### src/rtl/cfg_ld_pkg.sv
`timescale 1ns/1ps
package cfg_ld_pkg;
  localparam int BYTE_W = 8;
  localparam int BITS_W = $clog2(BYTE_W + 1);

  typedef enum logic [1:0] {ST_IDLE, ST_WAIT_INIT, ST_SHIFT, ST_POST} ld_state_e;
  typedef enum logic [1:0] {RES_NONE, RES_OK, RES_CRC, RES_TMO} ld_result_e;

  // bit presented on the data pin for the current shift register content
  function automatic logic head_bit(input logic [BYTE_W-1:0] sr, input logic msb);
    return msb ? sr[BYTE_W-1] : sr[0];
  endfunction

  // shift register content after one bit has been sent
  function automatic logic [BYTE_W-1:0] drop_bit(input logic [BYTE_W-1:0] sr, input logic msb);
    return msb ? {sr[BYTE_W-2:0], 1'b0} : {1'b0, sr[BYTE_W-1:1]};
  endfunction

  // post-load decode: error before success before pulse limit
  function automatic ld_result_e post_verdict(input logic init_n, input logic done, input logic at_limit);
    if (!init_n)      return RES_CRC;
    else if (done)    return RES_OK;
    else if (at_limit) return RES_TMO;
    else              return RES_NONE;
  endfunction
endpackage

### src/rtl/cfg_clk_gen.sv
`timescale 1ns/1ps
module cfg_clk_gen #(
  parameter int HALF_DIV = 4
) (
  input  logic clk,
  input  logic rst_n,
  input  logic run,
  input  logic bit_ready,
  output logic cfg_clk,
  output logic rise_evt,
  output logic fall_evt
);
  localparam int CW = (HALF_DIV > 1) ? $clog2(HALF_DIV) : 1;

  logic [CW-1:0] cnt;
  logic          advance;
  logic          wrap;

  // the low phase only runs when a bit is waiting; the high phase always completes
  assign advance  = run && (cfg_clk || bit_ready);
  assign wrap     = (cnt == CW'(HALF_DIV - 1));
  assign rise_evt = advance && wrap && !cfg_clk;
  assign fall_evt = advance && wrap && cfg_clk;

  always_ff @(posedge clk or negedge rst_n) begin
    if (!rst_n) begin
      cnt     <= '0;
      cfg_clk <= 1'b0;
    end else if (!advance) begin
      cnt     <= '0;
      cfg_clk <= 1'b0;
    end else if (wrap) begin
      cnt     <= '0;
      cfg_clk <= ~cfg_clk;
    end else begin
      cnt     <= cnt + CW'(1);
    end
  end
endmodule

### src/rtl/cfg_shifter.sv
`timescale 1ns/1ps
module cfg_shifter
  import cfg_ld_pkg::*;
#(
  parameter int LEN_W = 16
) (
  input  logic              clk,
  input  logic              rst_n,
  input  logic              arm,
  input  logic [LEN_W-1:0]  count_in,
  input  logic              msb_in,
  input  logic              shifting,
  input  logic              fall_evt,
  input  logic [BYTE_W-1:0] s_data,
  input  logic              s_valid,
  output logic              s_ready,
  output logic              bit_ready,
  output logic              image_sent,
  output logic              cfg_dout
);
  logic [BYTE_W-1:0] sr;
  logic [BITS_W-1:0] bits_left;
  logic [LEN_W-1:0]  bytes_left;
  logic              msb_q;
  logic              load;
  logic              step;

  assign s_ready    = shifting && (bits_left == '0) && (bytes_left != '0);
  assign load       = s_ready && s_valid;
  assign bit_ready  = (bits_left != '0);
  assign image_sent = (bits_left == '0) && (bytes_left == '0);
  assign step       = shifting && fall_evt && bit_ready;

  always_ff @(posedge clk or negedge rst_n) begin
    if (!rst_n) begin
      sr         <= '0;
      bits_left  <= '0;
      bytes_left <= '0;
      msb_q      <= 1'b0;
      cfg_dout   <= 1'b0;
    end else if (arm) begin
      bytes_left <= count_in;
      msb_q      <= msb_in;
      bits_left  <= '0;
    end else if (load) begin
      sr         <= s_data;
      bits_left  <= BITS_W'(BYTE_W);
      bytes_left <= bytes_left - LEN_W'(1);
      cfg_dout   <= head_bit(s_data, msb_q);
    end else if (step) begin
      sr         <= drop_bit(sr, msb_q);
      bits_left  <= bits_left - BITS_W'(1);
      cfg_dout   <= head_bit(drop_bit(sr, msb_q), msb_q);
    end
  end
endmodule

### src/rtl/cfg_ctrl.sv
`timescale 1ns/1ps
module cfg_ctrl
  import cfg_ld_pkg::*;
#(
  parameter int READY_TMO = 4096,
  parameter int POST_MAX  = 256
) (
  input  logic clk,
  input  logic rst_n,
  input  logic start,
  input  logic image_sent,
  input  logic fall_evt,
  input  logic tgt_done,
  input  logic tgt_init_n,
  output logic arm,
  output logic shifting,
  output logic post_phase,
  output logic busy,
  output logic done_ok,
  output logic crc_err,
  output logic timeout
);
  localparam int RW = $clog2(READY_TMO + 1);
  localparam int PW = $clog2(POST_MAX + 1);

  ld_state_e  state;
  logic [RW-1:0] wait_cnt;
  logic [PW-1:0] post_cnt;
  logic          wait_expired;
  logic          post_limit;
  ld_result_e    verdict;

  assign arm          = start && (state == ST_IDLE);
  assign shifting     = (state == ST_SHIFT);
  assign post_phase   = (state == ST_POST);
  assign busy         = (state != ST_IDLE);
  assign wait_expired = (wait_cnt == RW'(READY_TMO));
  assign post_limit   = (post_cnt == PW'(POST_MAX));
  assign verdict      = post_verdict(tgt_init_n, tgt_done, post_limit);

  always_ff @(posedge clk or negedge rst_n) begin
    if (!rst_n) begin
      state    <= ST_IDLE;
      wait_cnt <= '0;
      post_cnt <= '0;
      done_ok  <= 1'b0;
      crc_err  <= 1'b0;
      timeout  <= 1'b0;
    end else begin
      unique case (state)
        ST_IDLE: begin
          if (start) begin
            state    <= ST_WAIT_INIT;
            wait_cnt <= '0;
            done_ok  <= 1'b0;
            crc_err  <= 1'b0;
            timeout  <= 1'b0;
          end
        end
        ST_WAIT_INIT: begin
          if (tgt_init_n) begin
            state    <= ST_SHIFT;
            post_cnt <= '0;
          end else if (wait_expired) begin
            timeout  <= 1'b1;
            state    <= ST_IDLE;
          end else begin
            wait_cnt <= wait_cnt + RW'(1);
          end
        end
        ST_SHIFT: begin
          if (image_sent) state <= ST_POST;
        end
        ST_POST: begin
          unique case (verdict)
            RES_CRC: begin crc_err <= 1'b1; state <= ST_IDLE; end
            RES_OK:  begin done_ok <= 1'b1; state <= ST_IDLE; end
            RES_TMO: begin timeout <= 1'b1; state <= ST_IDLE; end
            default: if (fall_evt) post_cnt <= post_cnt + PW'(1);
          endcase
        end
        default: state <= ST_IDLE;
      endcase
    end
  end
endmodule

### src/rtl/serial_cfg_loader.sv
`timescale 1ns/1ps
module serial_cfg_loader #(
  parameter int HALF_DIV  = 4,
  parameter int LEN_W     = 16,
  parameter int READY_TMO = 4096,
  parameter int POST_MAX  = 256
) (
  input  logic                          clk,
  input  logic                          rst_n,
  input  logic                          start,
  input  logic                          msb_first,
  input  logic [LEN_W-1:0]              byte_count,
  input  logic [cfg_ld_pkg::BYTE_W-1:0] s_data,
  input  logic                          s_valid,
  output logic                          s_ready,
  output logic                          cfg_clk,
  output logic                          cfg_dout,
  input  logic                          tgt_done,
  input  logic                          tgt_init_n,
  output logic                          busy,
  output logic                          done_ok,
  output logic                          crc_err,
  output logic                          timeout
);
  // named internal events, visible to the bound checker
  logic arm;
  logic shifting;
  logic post_phase;
  logic image_sent;
  logic shift_bit_ready;
  logic clk_bit_ready;
  logic rise_evt;
  logic fall_evt;
  logic run;

  assign run           = shifting || post_phase;
  assign clk_bit_ready = post_phase || shift_bit_ready;

  cfg_ctrl #(
    .READY_TMO (READY_TMO),
    .POST_MAX  (POST_MAX)
  ) u_ctrl (
    .clk        (clk),
    .rst_n      (rst_n),
    .start      (start),
    .image_sent (image_sent),
    .fall_evt   (fall_evt),
    .tgt_done   (tgt_done),
    .tgt_init_n (tgt_init_n),
    .arm        (arm),
    .shifting   (shifting),
    .post_phase (post_phase),
    .busy       (busy),
    .done_ok    (done_ok),
    .crc_err    (crc_err),
    .timeout    (timeout)
  );

  cfg_shifter #(
    .LEN_W (LEN_W)
  ) u_shift (
    .clk        (clk),
    .rst_n      (rst_n),
    .arm        (arm),
    .count_in   (byte_count),
    .msb_in     (msb_first),
    .shifting   (shifting),
    .fall_evt   (fall_evt),
    .s_data     (s_data),
    .s_valid    (s_valid),
    .s_ready    (s_ready),
    .bit_ready  (shift_bit_ready),
    .image_sent (image_sent),
    .cfg_dout   (cfg_dout)
  );

  cfg_clk_gen #(
    .HALF_DIV (HALF_DIV)
  ) u_clk (
    .clk       (clk),
    .rst_n     (rst_n),
    .run       (run),
    .bit_ready (clk_bit_ready),
    .cfg_clk   (cfg_clk),
    .rise_evt  (rise_evt),
    .fall_evt  (fall_evt)
  );
endmodule

### config.mk
export PLATFORM = sky130hd
export DESIGN_NAME = serial_cfg_loader
export DESIGN_NICKNAME = d
export VERILOG_FILES = /design/src/rtl/cfg_ld_pkg.sv /design/src/rtl/cfg_clk_gen.sv /design/src/rtl/cfg_shifter.sv /design/src/rtl/cfg_ctrl.sv /design/src/rtl/serial_cfg_loader.sv
export SDC_FILE = /design/constraint.sdc
export NUM_CORES = 1
export LEC_CHECK = 0
export BUFFER_PORTS_ARGS = -buffer_cell sky130_fd_sc_hd__buf_2
export CAP_MARGIN = 20
export CELL_PAD_IN_SITES_DETAIL_PLACEMENT = 0
export CELL_PAD_IN_SITES_GLOBAL_PLACEMENT = 1
export CORE_UTILIZATION = 30
export CTS_BUF_LIST = sky130_fd_sc_hd__clkbuf_16
export CTS_CLUSTER_DIAMETER = 40
export DETAILED_ROUTE_END_ITERATION = 16
export GPL_ROUTABILITY_DRIVEN = 0
export MAX_ROUTING_LAYER = met4
export PLACE_DENSITY_LB_ADDON = 0.2
export SYNTH_ARGS = -nofsm -noshare
export SYNTH_HDL_FRONTEND = slang
export SYNTH_SLANG_ARGS = --single-unit
### constraint.sdc
create_clock -name clk -period 5.7 [get_ports clk]
set_input_delay 1.71 -clock clk [delete_from_list [all_inputs] [get_ports clk]]
set_output_delay 1.71 -clock clk [all_outputs]
set_load 0.02 [all_outputs]
; ---- Word-level counts from Yosys, hierarchy flattened
; Cells that the tools add are included.
[word_totals]
out_inout_bits = 7
elab_cells = 119
ram_bits = 0
romBits = 0
memories = 0
regBits = 60
in_bits = 31
latch_bits = 0
[op_classes]
n_eq_ne = 23
mul = 0
n_lt_le_gt_ge = 0
shift = 0
add_sub_neg = 5
n_mux = 42
bitwise = 2
n_reduce_logical = 34
div = 0
[ops]
columns = cell, n
row1 = 2-to-1 mux 13 bit, 3
row2 = 2-to-1 mux 16 bit, 2
row3 = 2-to-1 mux 9 bit, 3
row4 = case mux 13 bit (2 select lines), 1
row5 = 2-to-1 mux 8 bit, 3
row6 = 2-to-1 mux 2 bit, 10
row7 = case mux 9 bit (2 select lines), 1
row8 = zero test 16 bit, 1
row9 = nonzero test 16 bit, 1
row10 = subtractor 16 x 1 -> 16 bit (second input constant), 1
row11 = inequality test 2 bit (second input constant), 7
row12 = adder 13 x 1 -> 13 bit (second input constant), 1
row13 = equality test 13 bit (second input constant), 1
row14 = 2-to-1 mux 1 bit, 12
row15 = 2-to-1 mux 4 bit, 3
row16 = inequality test 2 x 1 -> 1 bit (second input constant), 6
row17 = AND reduction 4 bit, 3
row18 = nonzero test 2 bit, 6
row19 = equality test 2 bit (second input constant), 5
row20 = logical AND 1 bit, 10
row21 = adder 9 x 1 -> 9 bit (second input constant), 1
row22 = equality test 9 bit (second input constant), 1
row23 = case mux 2 bit (4 select lines), 1
row24 = AND reduction 3 bit, 2
row25 = 15 further kinds, 21

; ---- Longest topological paths before layout
[logic_depth]
word_depth = 11
depth_mapped = 8
mapped_depth_nobuf = 6

; ---- Cells and area by module
; Synthesis repeated with hierarchy kept, for this count alone.
[unflattened]
cells_unflattened = 382
area_unflattened_um2 = 3611.0
[modules_own_cells]
columns = mod, area_each_um2, n_inst, seq_area_each_um2, cells_per_inst
row1 = cfg_shifter, 1896.8, 1, 750.7, 199
row2 = cfg_ctrl, 1566.5, 1, 675.6, 169
row3 = cfg_clk_gen, 135.1, 1, 75.1, 12
row4 = serial_cfg_loader, 12.5, 1, 0.0, 2

; ---- Worst setup path after synthesis
; Ideal clock, no wire load.
[synth_timing]
path_type = register to output
start = register u_shift.bytes_left[0]
end = output port s_ready
slack_ns = 2.340
required_time_ns = 3.990
path_buffers = 2
stages_incl_launch_ff = 8
arrival_ns = 1.650
cell_sequence = dfrtp_1 inv_1 ha_1 nor4b_1 and4_1 clkbuf_1 buf_2 nor2_1
[synth_via]
elab_chain_cells = 2
[synth_lines]
columns = item, line_no
row1 = from (decl), cfg_shifter.sv:23  ; logic [LEN_W-1:0] bytes_left;
row2 = from (signal assigned), cfg_shifter.sv:42  ; bytes_left <= count_in;
row3 = from (signal assigned), cfg_shifter.sv:48  ; bytes_left <= bytes_left - LEN_W'(1);
row4 = nonzero test 16 bit, cfg_shifter.sv:28  ; assign s_ready = shifting && (bits_left == '0) && (bytes_left != '0);
row5 = logical AND 1 bit, cfg_shifter.sv:28
row6 = to (decl), serial_cfg_loader.sv:15  ; output logic s_ready,
; No other way between the ends.

; ---- Final worst setup path
[layout_timing]
start = register u_shift.bytes_left[2]
end = output port s_ready
; The elaborated chain is that of the path after synthesis.

==> results.sh <==
export IMPL_powerDensity_nw_per_um2=437
export IMPL_clock_sinks=60
export IMPL_end_kind="output port"
export IMPL_fin_hold_ws_ns=0.442
export IMPL_cts_tree="yes"
export IMPL_antenna_found_initial=0
export IMPL_outcome="finished, final reports clean"
export IMPL_post_cts_buffers=0
export IMPL_hold_path_class="flip-flop to flip-flop"
export IMPL_grt_use_total=0.162
export IMPL_antenna_left=0
export IMPL_p_leak_nw=1.81
export IMPL_yosys_area_share_xor_xnor=0.00991
export IMPL_hold_path_depth=1
export IMPL_coreArea_um2=11500
export IMPL_cp_required_ns=3.99
export IMPL_r2r_cells=4
export IMPL_syn_nets=431
export IMPL_clk_latency_ns=0.33
export IMPL_critPathKind="flip-flop to output port"
export IMPL_finalSetupTns_ns=0
export IMPL_clock_path_buffers=2
export IMPL_die_h_um=111
export IMPL_ys_seq_elements=60
export IMPL_dpl_hpwl_mm=6.09
export IMPL_synth_simple_gate_area_share=0.273
export IMPL_internal_power_w=0.00113
export IMPL_timing_fmax_ghz=0.238
export IMPL_fin_crit_ns=4.20
export IMPL_regToRegEndpoint="u_shift.bits_left[1]"
export IMPL_hold_start="u_clk.cnt[0]"
export IMPL_seq_area_um2=1500
export IMPL_synth_adder_area_share=0.0248
export IMPL_synth_mux_area_frac=0.0535
export IMPL_cp_max_fo=18
export IMPL_final_cell_mix="dfrtp_1, buf_2, nand2_1"
export IMPL_p_switching_w=0.000667
export IMPL_cts_inserted_buffers=9
export IMPL_num_rows=39
export IMPL_dr_pass1_iters=4
export IMPL_setup_viol_count_final=0
export IMPL_netlist_area_um2=3530
export IMPL_vias=3139
export IMPL_gr_total_overflow=0
export IMPL_drc_errors=0
export IMPL_hold_viol_final=0
export IMPL_synth_warnings=0
export IMPL_synth_compound_area_frac=0.175
export IMPL_pwr_share_clk=0.285
export IMPL_rsz0062_at_grt="no"
export IMPL_grt_pass1_vias=3087
export IMPL_period_share=0.737
export IMPL_maxSlewViolCount=0
export IMPL_ys_seq_area_frac=0.425
export IMPL_htree_levels=3
export IMPL_switching_share=0.371
export IMPL_worstMarginPinSlew_ns=0.999
export IMPL_synthCells=393
export IMPL_synth_top_family_by_area="simple AND/OR/NAND/NOR gates"
export IMPL_ir_worst_vdd_mv=0.160
export IMPL_final_nets=462
export IMPL_grt_start_max_net_pins=61
export IMPL_syn_to_final_growth_pct=16.5
export IMPL_die_area_um2=12200
export IMPL_wl_mm=8.88
export IMPL_holdPathEnd="u_clk.cnt[0]"
export IMPL_drtIter0Drc=152
export IMPL_yosys_area_top_type_share=0.425
export IMPL_initial_core_util=0.308
export IMPL_async_flop_share=1.00
export IMPL_fin_skew_ns=0.00809
export IMPL_r2r_slack_ns=2.98
export IMPL_yosys_top_cells_area="dfrtp_1, nand3_1, nand2_1"
export IMPL_cap_violations=0
export IMPL_synth_edf_count=0
export IMPL_arrival_ns=2.49
export IMPL_cp_start_kind="flip-flop"
export IMPL_clockRootBuffer="clkbuf_16"
export IMPL_cts_clk_slew_worst_paths_ns=0.05
export IMPL_fp_dieW_um=111
export IMPL_io_pins=38
export IMPL_power_frac_seq=0.387
export IMPL_multiInputGateArea_um2=1900
export IMPL_port_buffers=37
export IMPL_worst_r2r_startpoint="u_shift.bytes_left[2]"
export IMPL_slew_headroom=0.331
export IMPL_power_frac_comb=0.328
export IMPL_synth_top_area_cell="dfrtp_1"
export IMPL_grt_pass1_wl_mm=15.5
export IMPL_hold_buffers=0
export IMPL_drive_gt1_frac=0.164
export IMPL_avgRoutedWirePerCell_um=15.5
export IMPL_synthFlopType="dfrtp_1"
export IMPL_avgSynthCellArea_um2=8.99
export IMPL_cts_resized=0
export IMPL_fillers=1186
export IMPL_yosysUniqueCellTypes=55
export IMPL_via_per_inst=5.50
export IMPL_n_antenna_cell=0
export IMPL_mostFrequentLayoutCell="dfrtp_1"
[synthesized netlist by cell type (11+ instances only)]
cell      number
a21oi_1       20
mux2i_1       11
clkbuf_1      17
nand3_1       28
o21ai_0       20
nor2_1        23
inv_1         14
dfrtp_1       60
nand4_1       14
a31oi_1       13
or3_1         12
nand2_1       32
[layout make-up]
type                       instances  area share
sequential                        60       0.365
clock inverter                     6      0.0119
inverter                          14      0.0128
tap                              143      0.0435
multi-input combinational        298       0.461
timing repair buffer              41      0.0517
clock buffer                       9      0.0547
[per-stage QoR]
step | power (W) | cells | setup WS (ns) | cell area, µm² | util
finish | 0.00180 | 571 | 1.50 | 4120 | 0.359
global route | 0.00194 | 571 | 1.33 | 4120 | 0.359
CTS | 0.00182 | 570 | 1.49 | 4110 | 0.359
detailed placement | 0.00129 | 555 | 1.86 | 3840 | 0.335
global placement | 0.00128 | 555 | 1.93 | 3840 | 0.335
floorplan | 0.00112 | 393 | 2.34 | 3530 | -
[metal layers]
layer / track usage / vias to the layer above / share of wire
met5: - / - / 0
met4: 0.0453 / 0 / 0.011
met3: 0.0357 / 8 / 0.035
met2: 0.250 / 65 / 0.46
met1: 0.214 / 1518 / 0.49
li1: - / 1548 / -
[worst max path at each step]
stage                          to                  start  slack (ns)  cells after the start
after floorplan           s_ready  u_shift.bytes_left[0]        2.34                      7
after global placement    s_ready  u_shift.bytes_left[2]        1.93                      4
after detailed placement  s_ready  u_shift.bytes_left[2]        1.86                      4
after CTS                 s_ready  u_shift.bytes_left[2]        1.49                      4
after global routing      s_ready  u_shift.bytes_left[2]        1.33                      4
final                     s_ready  u_shift.bytes_left[2]        1.50                      4
[cells by family (layout without fill, tap and decap cells)]
family,Yosys count,after routing
compound gates,94,94
xor+xnor,4,4
fa+ha+maj,7,7
buf+inv,35,70
flops,60,60
mux,18,18
simple gates,175,175
[critical path: stages (launching register included)]
cell	delay, ns
dfrtp_1	0.41
nor3_1	0.79
and4_1	0.69
nor2_1	0.08
buf_2	0.18
[power groups by stage]
stage | registers [W] | logic (W) | clock network [W]
after global placement | 0.000700 | 0.000582 | 0
after floorplan | 0.000652 | 0.000467 | 0
after global routing | 0.000724 | 0.000671 | 0.000544
after CTS | 0.000697 | 0.000594 | 0.000532
final | 0.000697 | 0.000590 | 0.000512
after detailed placement | 0.000702 | 0.000591 | 0
[state kept, by name (all words and copies together), names as in the netlist, named ones only]
name / flops
u_ctrl.crc_err: 1
u_shift.bits_left: 4
u_ctrl.timeout: 1
u_ctrl.post_cnt: 9
u_clk.cnt: 2
u_shift.bytes_left: 16
u_ctrl.done_ok: 1
u_shift.sr: 8
u_shift.cfg_dout: 1
u_ctrl.wait_cnt: 13
u_ctrl.state: 1
u_clk.cfg_clk: 1
u_shift.msb_q: 1
(Power assumes the default switching activity.)
